## src/rtl/an_link_timer_pkg.sv

```systemverilog
package an_link_timer_pkg;

  typedef enum logic {
    LT_IDLE = 1'b0,
    LT_RUN  = 1'b1
  } lt_state_e;

  localparam int LT_US_W = 32;

endpackage

```

## src/rtl/an_lt_defcalc.sv

```systemverilog
module an_lt_defcalc #(
  parameter int MHZ_W      = 12,
  parameter int CNT_W      = 16,
  parameter int PRESCALE_W = 10,
  parameter int LONG_US    = 10000,
  parameter int SHORT_US   = 1600
) (
  input  logic             clk,
  input  logic             rst,
  input  logic             mode_basex_i,
  input  logic [MHZ_W-1:0] clk_mhz_i,
  output logic [CNT_W-1:0] default_q_o
);
  import an_link_timer_pkg::*;

  localparam int PROD_W  = LT_US_W + MHZ_W;
  localparam int SCALE_W = PROD_W - PRESCALE_W;

  logic [LT_US_W-1:0] us_sel;
  logic [PROD_W-1:0]  prod;
  logic [PROD_W-1:0]  scaled;
  logic [CNT_W-1:0]   default_d;

  always_comb begin
    us_sel = mode_basex_i ? LT_US_W'(LONG_US) : LT_US_W'(SHORT_US);
    prod   = PROD_W'(us_sel) * PROD_W'(clk_mhz_i);
    scaled = prod >> PRESCALE_W;
  end

  generate
    if (SCALE_W > CNT_W) begin : g_sat
      localparam logic [PROD_W-1:0] CNT_LIMIT = PROD_W'({CNT_W{1'b1}});
      always_comb begin
        if (scaled > CNT_LIMIT) default_d = {CNT_W{1'b1}};
        else                    default_d = scaled[CNT_W-1:0];
      end
    end else begin : g_nosat
      always_comb default_d = CNT_W'(scaled);
    end
  endgenerate

  always_ff @(posedge clk) begin
    if (rst) default_q_o <= '0;
    else     default_q_o <= default_d;
  end

endmodule

```

## src/rtl/an_lt_prescaler.sv

```systemverilog
module an_lt_prescaler #(
  parameter int PRESCALE_W = 10
) (
  input  logic clk,
  input  logic rst,
  input  logic clear_i,
  input  logic enable_i,
  output logic tick_o
);
  logic [PRESCALE_W-1:0] pre_q;

  always_ff @(posedge clk) begin
    if (rst || clear_i) pre_q <= '0;
    else if (enable_i)  pre_q <= pre_q + 1'b1;
  end

  assign tick_o = enable_i && (pre_q == {PRESCALE_W{1'b1}});

endmodule

```

## src/rtl/an_lt_core.sv

```systemverilog
module an_lt_core #(
  parameter int CNT_W = 16
) (
  input  logic             clk,
  input  logic             rst,
  input  logic             start_i,
  input  logic             abort_i,
  input  logic             tick_i,
  input  logic [CNT_W-1:0] term_sel_i,
  output logic             expire_o,
  output logic             running_o
);
  import an_link_timer_pkg::*;

  lt_state_e        state_q;
  logic [CNT_W-1:0] cnt_q;
  logic [CNT_W-1:0] term_q;

  always_ff @(posedge clk) begin
    if (rst) begin
      state_q  <= LT_IDLE;
      cnt_q    <= '0;
      term_q   <= '0;
      expire_o <= 1'b0;
    end else begin
      expire_o <= 1'b0;
      if (abort_i) begin
        state_q <= LT_IDLE;
      end else if (start_i) begin
        state_q <= LT_RUN;
        cnt_q   <= '0;
        term_q  <= term_sel_i;
      end else if (state_q == LT_RUN && tick_i) begin
        if (cnt_q == term_q) begin
          state_q  <= LT_IDLE;
          expire_o <= 1'b1;
        end else begin
          cnt_q <= cnt_q + 1'b1;
        end
      end
    end
  end

  assign running_o = (state_q == LT_RUN);

endmodule

```

## src/rtl/an_link_timer.sv

```systemverilog
module an_link_timer #(
  parameter int MHZ_W      = 12,
  parameter int CNT_W      = 16,
  parameter int PRESCALE_W = 10,
  parameter int LONG_US    = 10000,
  parameter int SHORT_US   = 1600
) (
  input  logic             clk,
  input  logic             rst,
  input  logic             mode_basex_i,
  input  logic [MHZ_W-1:0] clk_mhz_i,
  input  logic             ovr_en_i,
  input  logic [CNT_W-1:0] ovr_count_i,
  input  logic             start_i,
  input  logic             abort_i,
  output logic             expire_o,
  output logic             running_o
);
  logic [CNT_W-1:0] default_q;
  logic [CNT_W-1:0] term_sel;
  logic             tick;
  logic             pre_clear;
  logic             pre_en;

  an_lt_defcalc #(
    .MHZ_W(MHZ_W), .CNT_W(CNT_W), .PRESCALE_W(PRESCALE_W),
    .LONG_US(LONG_US), .SHORT_US(SHORT_US)
  ) defcalc_i (
    .clk(clk), .rst(rst), .mode_basex_i(mode_basex_i),
    .clk_mhz_i(clk_mhz_i), .default_q_o(default_q)
  );

  assign term_sel  = ovr_en_i ? ovr_count_i : default_q;
  assign pre_clear = start_i || abort_i;
  assign pre_en    = running_o && !pre_clear;

  an_lt_prescaler #(.PRESCALE_W(PRESCALE_W)) pre_i (
    .clk(clk), .rst(rst), .clear_i(pre_clear),
    .enable_i(pre_en), .tick_o(tick)
  );

  an_lt_core #(.CNT_W(CNT_W)) core_i (
    .clk(clk), .rst(rst), .start_i(start_i), .abort_i(abort_i),
    .tick_i(tick), .term_sel_i(term_sel),
    .expire_o(expire_o), .running_o(running_o)
  );

endmodule

```

## config.mk

```make
export PLATFORM = sky130hd
export DESIGN_NAME = an_link_timer
export DESIGN_NICKNAME = d
export VERILOG_FILES = /design/src/rtl/an_link_timer_pkg.sv /design/src/rtl/an_lt_defcalc.sv /design/src/rtl/an_lt_prescaler.sv /design/src/rtl/an_lt_core.sv /design/src/rtl/an_link_timer.sv
export SDC_FILE = /design/constraint.sdc
export NUM_CORES = 1
export LEC_CHECK = 0
export BUFFER_PORTS_ARGS = -buffer_cell sky130_fd_sc_hd__buf_2
export CORE_ASPECT_RATIO = 0.8
export CORE_MARGIN = 8
export CORE_UTILIZATION = 25
export DETAILED_ROUTE_END_ITERATION = 12
export SLEW_MARGIN = 20
export SYNTH_ARGS = -nofsm -noshare
export SYNTH_HDL_FRONTEND = slang
export SYNTH_SLANG_ARGS = --single-unit
```

## constraint.sdc

```tcl
create_clock -name clk -period 9.62 [get_ports clk]
set_clock_uncertainty 0.15 [all_clocks]
set_input_delay 1.443 -clock clk [delete_from_list [all_inputs] [get_ports clk]]
set_output_delay 1.443 -clock clk [all_outputs]
set_load 0.02 [all_outputs]
```

[Yosys cells after proc, flatten, opt, wreduce, memory -nomap -nowiden]
Cells that the tools add are included.
Storage, ports and cells
  register bits: 60
  bits in latches: 0
  memory bits (writable): 0
  memory bits (read-only): 0
  bits of input ports: 34
  output and inout bits: 2
  word-level logic and storage cells: 38
  memories: 0
Cells by class
  add/sub/neg operators: 2
  $mul: 1
  divide/modulo/power cells: 0
  order comparisons: 1
  eq/ne operators: 3
  shift operators: 0
  mux-type cells: 10
  bitwise operators: 2
  reduce and logical (&&, ||, !) cells: 13
Operator list (count)
  $mux W16: 5
  $mul A32 B12 Y44: 1
  $gt A34 B16 Y1 const B: 1
  $add A16 B1 Y16 const B: 1
  $eq A16 B16 Y1: 1
  $mux W14: 1
  $add A10 B1 Y10 const B: 1
  $eq A10 B10 Y1 const B: 1
  $mux W1: 4
  $reduce_and A2 Y1: 2
  $reduce_bool A2 Y1: 2
  $reduce_or A4 Y1: 1
  $logic_and A1 B1 Y1: 3
  $reduce_and A3 Y1: 1
  $logic_or A1 B1 Y1: 2
  $ne A2 B2 Y1 const B: 1
  $not A1 Y1: 2
  $reduce_or A2 Y1: 1
  $logic_not A1 Y1: 1

[Logic depth before layout (Yosys ltp)]
  depth after elaboration: 7
  mapped depth: 20
  mapped depth without buffers: 19

[Modules after synthesis]
From an unflattened synthesis, not the netlist that was laid out.
Second synthesis, totals
  cells, all modules: 638
  area, all modules: 5422.7 µm²
By module, submodules not included
  an_lt_defcalc: instances 1, cells an instance 341, area an instance 2982.9 µm²
  an_lt_core: instances 1, cells an instance 224, area an instance 1699.1 µm²
  an_lt_prescaler: instances 1, cells an instance 53, area an instance 478.0 µm²
  an_link_timer: instances 1, cells an instance 20, area an instance 262.8 µm²

[Worst setup path before layout]
Ideal clock, no wire load.
  path kind: input to register
  start: input mode_basex_i
  end: register defcalc_i.default_q_o[10]
  setup time: 70 ps
  data arrival time: 5852 ps
  required time: 9400 ps
  slack: 3548 ps
  stages: 19
  path buffers: 2
  cell sequence: clkbuf_1 > and2_1 > fa_1 > inv_1 > fa_1 > inv_1 > fa_1 > fa_1 > inv_1 > fa_1 > inv_1 > ha_1 > nand2_1 > o21ai_0 > inv_1 > a21oi_1 > o21ai_1 > clkbuf_1 > a21oi_1
Between the ends
  cells in the longest elaborated chain, start to end: 4
RTL lines
  start: declaration: RTL line an_link_timer.sv:10  | input logic mode_basex_i,
  $mux W14 (*): RTL line an_lt_defcalc.sv:25  | us_sel = mode_basex_i ? LT_US_W'(LONG_US) : LT_US_W'(SHORT_US);
  $mul A32 B12 Y44 (*): RTL line an_lt_defcalc.sv:26  | prod = PROD_W'(us_sel) * PROD_W'(clk_mhz_i);
  $gt A34 B16 Y1: RTL line an_lt_defcalc.sv:34  | if (scaled > CNT_LIMIT) default_d = {CNT_W{1'b1}};
  $mux W16 (*): RTL line an_lt_defcalc.sv:34
  end signal: assignment: RTL line an_lt_defcalc.sv:44  | else default_q_o <= default_d;
  end: declaration: RTL line an_lt_defcalc.sv:12  | output logic [CNT_W-1:0] default_q_o
Every way passes the cells marked *; elsewhere a longest branch is shown, timed or not.
A chain may end at the register's enable or synchronous reset.

[Worst setup path in the final report]
  start: input mode_basex_i
  end: register defcalc_i.default_q_o[6]
The elaborated chain is that of the path after synthesis.

==> impl_metrics.tcl <==
set metrics [dict create \
    status "completed" \
    yosysTopAreaCell "dfxtp_1" \
    areaGrowthSynthToFinish_pct 14.7 \
    finalSetupViolations 0 \
    die_y_um 144 \
    cp.required_ns 9.63 \
    die-width_um 176 \
    syn_avg_cell_area_um2 8.85 \
    synth_top_area_share_pct 23.6 \
    whs_ns 0.324 \
    start_util_pct 25.6 \
    synth_warnings 0 \
    cts.clk_slew.worst_paths_ns 0.05 \
    leakage_uw 0.00275 \
    hp-start "core_i.term_q[7]$_SDFFE_PP0P_" \
    ys_seq_area_share_pct 23.6 \
    whs_path_depth 2 \
    r2r_cells 6 \
    drtIter0Drc 186 \
    end_kind "register" \
    overflow 0 \
    reg2reg_from "core_i.running_o$_SDFFE_PP0P_" \
    cts-root-buf "clkbuf_16" \
    rsz0062_at_grt "no" \
    grt_usage_pct 9.39 \
    worst_slew_pin_slew_ns 0.791 \
    synth_area_leaders "dfxtp_1, ha_1, fa_1, inv_1, xnor2_1" \
    vias 3882 \
    core_area_um2 19900 \
    place.port_buffers 35 \
    period_needed_ns 6.30 \
    drive_gt1_share_pct 9.80 \
    drt-met1-wl_mm 6.42 \
    worstPathArrival_ns 6.31 \
    viasPerCell 4.43 \
    grt_pass1_wl_mm 19.3 \
    synthCells 575 \
    final_cell_mix "inv_1, ha_1, dfxtp_1" \
    min_to "core_i.term_q[7]$_SDFFE_PP0P_" \
    antenna_found_initial 0 \
    num_antenna_cells 0 \
    cts_sinks 60 \
    r2r-end "core_i.cnt_q[7]$_SDFFE_PP0P_" \
    synth_edf_count 0 \
    cts_max_path_buffers 2 \
    startpoint_type "input port" \
    htree_levels 3 \
    drc 0 \
    syn_area_um2 5090 \
    met3WireLength_um 395 \
    wl_mm 11.3 \
    cellPowerDensity_nw_per_um2 206 \
    p_total_uw 1200 \
    crit_path_cell_trace "buf_2 > and2_1 > fa_1 > inv_1 > fa_1 > inv_1 > fa_1 > fa_1 > inv_1 > fa_1 > inv_1 > ha_1 > nand2_1 > o21ai_0 > inv_1 > a21oi_1 > o21ai_1 > a21oi_1" \
    crit_path_max_incr_delay_ns 0.64 \
    grt_max_degree 26 \
    top_layer "met4" \
    slew_headroom_pct 46.9 \
    max_clock_freq_mhz 159 \
    synth_flop_cell "dfxtp_1" \
    antenna_left 0 \
    setup_tns_ns 0 \
    min_path_type "register to register" \
    ioPinCount 36 \
    worstPathMaxFanout 25 \
    drv_slew 0 \
    maxCapViolations 0 \
    cts_buffers 9 \
    ir_drop_uv 109 \
    post-cts-setup-buffers 0 \
    ys_types 48 \
    final_common_cell "inv_1" \
    drt-wirelength-per-cell_um 12.9 \
    cts_tree "done" \
    synthArstFlopShare_pct 0 \
    ctsResizeCount 0 \
    regToRegSetupSlack_ns 6.86 \
    cp_slowest_cell "o21ai_1" \
    finalCritPeriodShare_pct 65.5 \
    worstSkewPairLatency_ns 0.33 \
    wl_met2_mm 4.41 \
    drt-pass1-iter-count 5 \
    rows 46 \
    dieArea_um2 25200 \
    grt_pass1_vias 3946 \
    ys_ff_latch 60 \
    hold_viol_final 0 \
    nets 744 \
    place_congestion 0.807 \
    ctsHoldBuffers 0 \
    critPathKind "input port to register" \
    dp_hpwl_mm 9.27 \
]
## stage by stage
| step | setup WS [ns] | area (µm²) | std cells | util [%] |
|---|---|---|---|---|
| final | 3.32 | 5840 | 876 | 29.3 |
| after global routing | 2.98 | 5840 | 876 | 29.3 |
| after CTS | 3.35 | 5840 | 876 | 29.3 |
| after detailed placement | 3.02 | 5530 | 861 | 27.8 |
| after global placement | 3.10 | 5530 | 861 | 27.8 |
| after floorplan | 3.55 | 5110 | 580 | - |
## state kept, by name (all words and copies together) (netlist names)
signal	count
core_i.cnt_q	16
core_i.expire_o	1
core_i.running_o	1
core_i.term_q	16
defcalc_i.default_q_o	16
pre_i.pre_q	10
## layout make-up
class                           instances  area, µm²
Sequential cell                        60       1200
Clock inverter                          3       45.0
Fill cell                            2146      14100
Timing Repair Buffer                   36        183
Inverter                               77        289
Tap cell                              264        330
Clock buffer                           12        267
Multi-Input combinational cell        424       3530
## synthesized netlist by cell type, types with 2 or more instances
library cell,number
a31oi_1,3
o21a_1,2
fa_1,32
nor2b_1,4
o21ai_0,30
clkbuf_1,16
nor2_1,25
o311ai_0,3
o21ai_1,4
dfxtp_1,60
ha_1,70
or4_1,6
and2_1,10
nand4_1,8
o221a_2,2
nand2_1,43
a31o_2,2
a21o_1,11
nand3_1,13
or3_1,5
a21oi_1,36
mux2i_1,18
o31ai_1,8
nor4_1,2
o211ai_1,4
a211o_1,3
inv_1,77
conb_1,2
nand2b_1,5
buf_6,3
and3_1,14
xor2_1,12
xnor2_1,26
or2_2,2
## power breakdown
part | leakage [µW] | switching [µW] | internal [µW]
clock network | 0.000147 | 108 | 220
registers | 0.000489 | 17.1 | 281
logic | 0.00211 | 333 | 244
total | 0.00275 | 457 | 745
## worst max path at each step
stage,end,from
after floorplan,defcalc_i.default_q_o[10]$_SDFF_PP0_,mode_basex_i
after global placement,defcalc_i.default_q_o[12]$_SDFF_PP0_,mode_basex_i
after detailed placement,defcalc_i.default_q_o[6]$_SDFF_PP0_,mode_basex_i
after CTS,defcalc_i.default_q_o[6]$_SDFF_PP0_,mode_basex_i
after global routing,defcalc_i.default_q_o[6]$_SDFF_PP0_,mode_basex_i
final,defcalc_i.default_q_o[6]$_SDFF_PP0_,mode_basex_i
## logic make-up after synthesis
logic type,synth area share [%]
and+or+nand+nor,14.0
AOI/OAI and AO/OA,14.7
adders and majority gates,29.8
buffers and inverters,7.52
DFF,23.6
xor gates and xnor gates,6.54
muxes,3.76
other,0.148
## per-layer routing
| metal | track usage [%] | vias to the layer above |
|---|---|---|
| li1 | - | 2026 |
| met2 | 13.3 | 61 |
| met5 | 0 | - |
| met4 | 1.87 | 0 |
| met3 | 2.15 | 8 |
| met1 | 14.1 | 1787 |
## worst max-delay path, delay by kind of cell
family          cells  cell delay (ns)
buf+inv             6             0.54
simple gates        2             0.35
compound gates      4             1.08
fa+ha+maj           6             2.90
(Power assumes the default switching activity.)
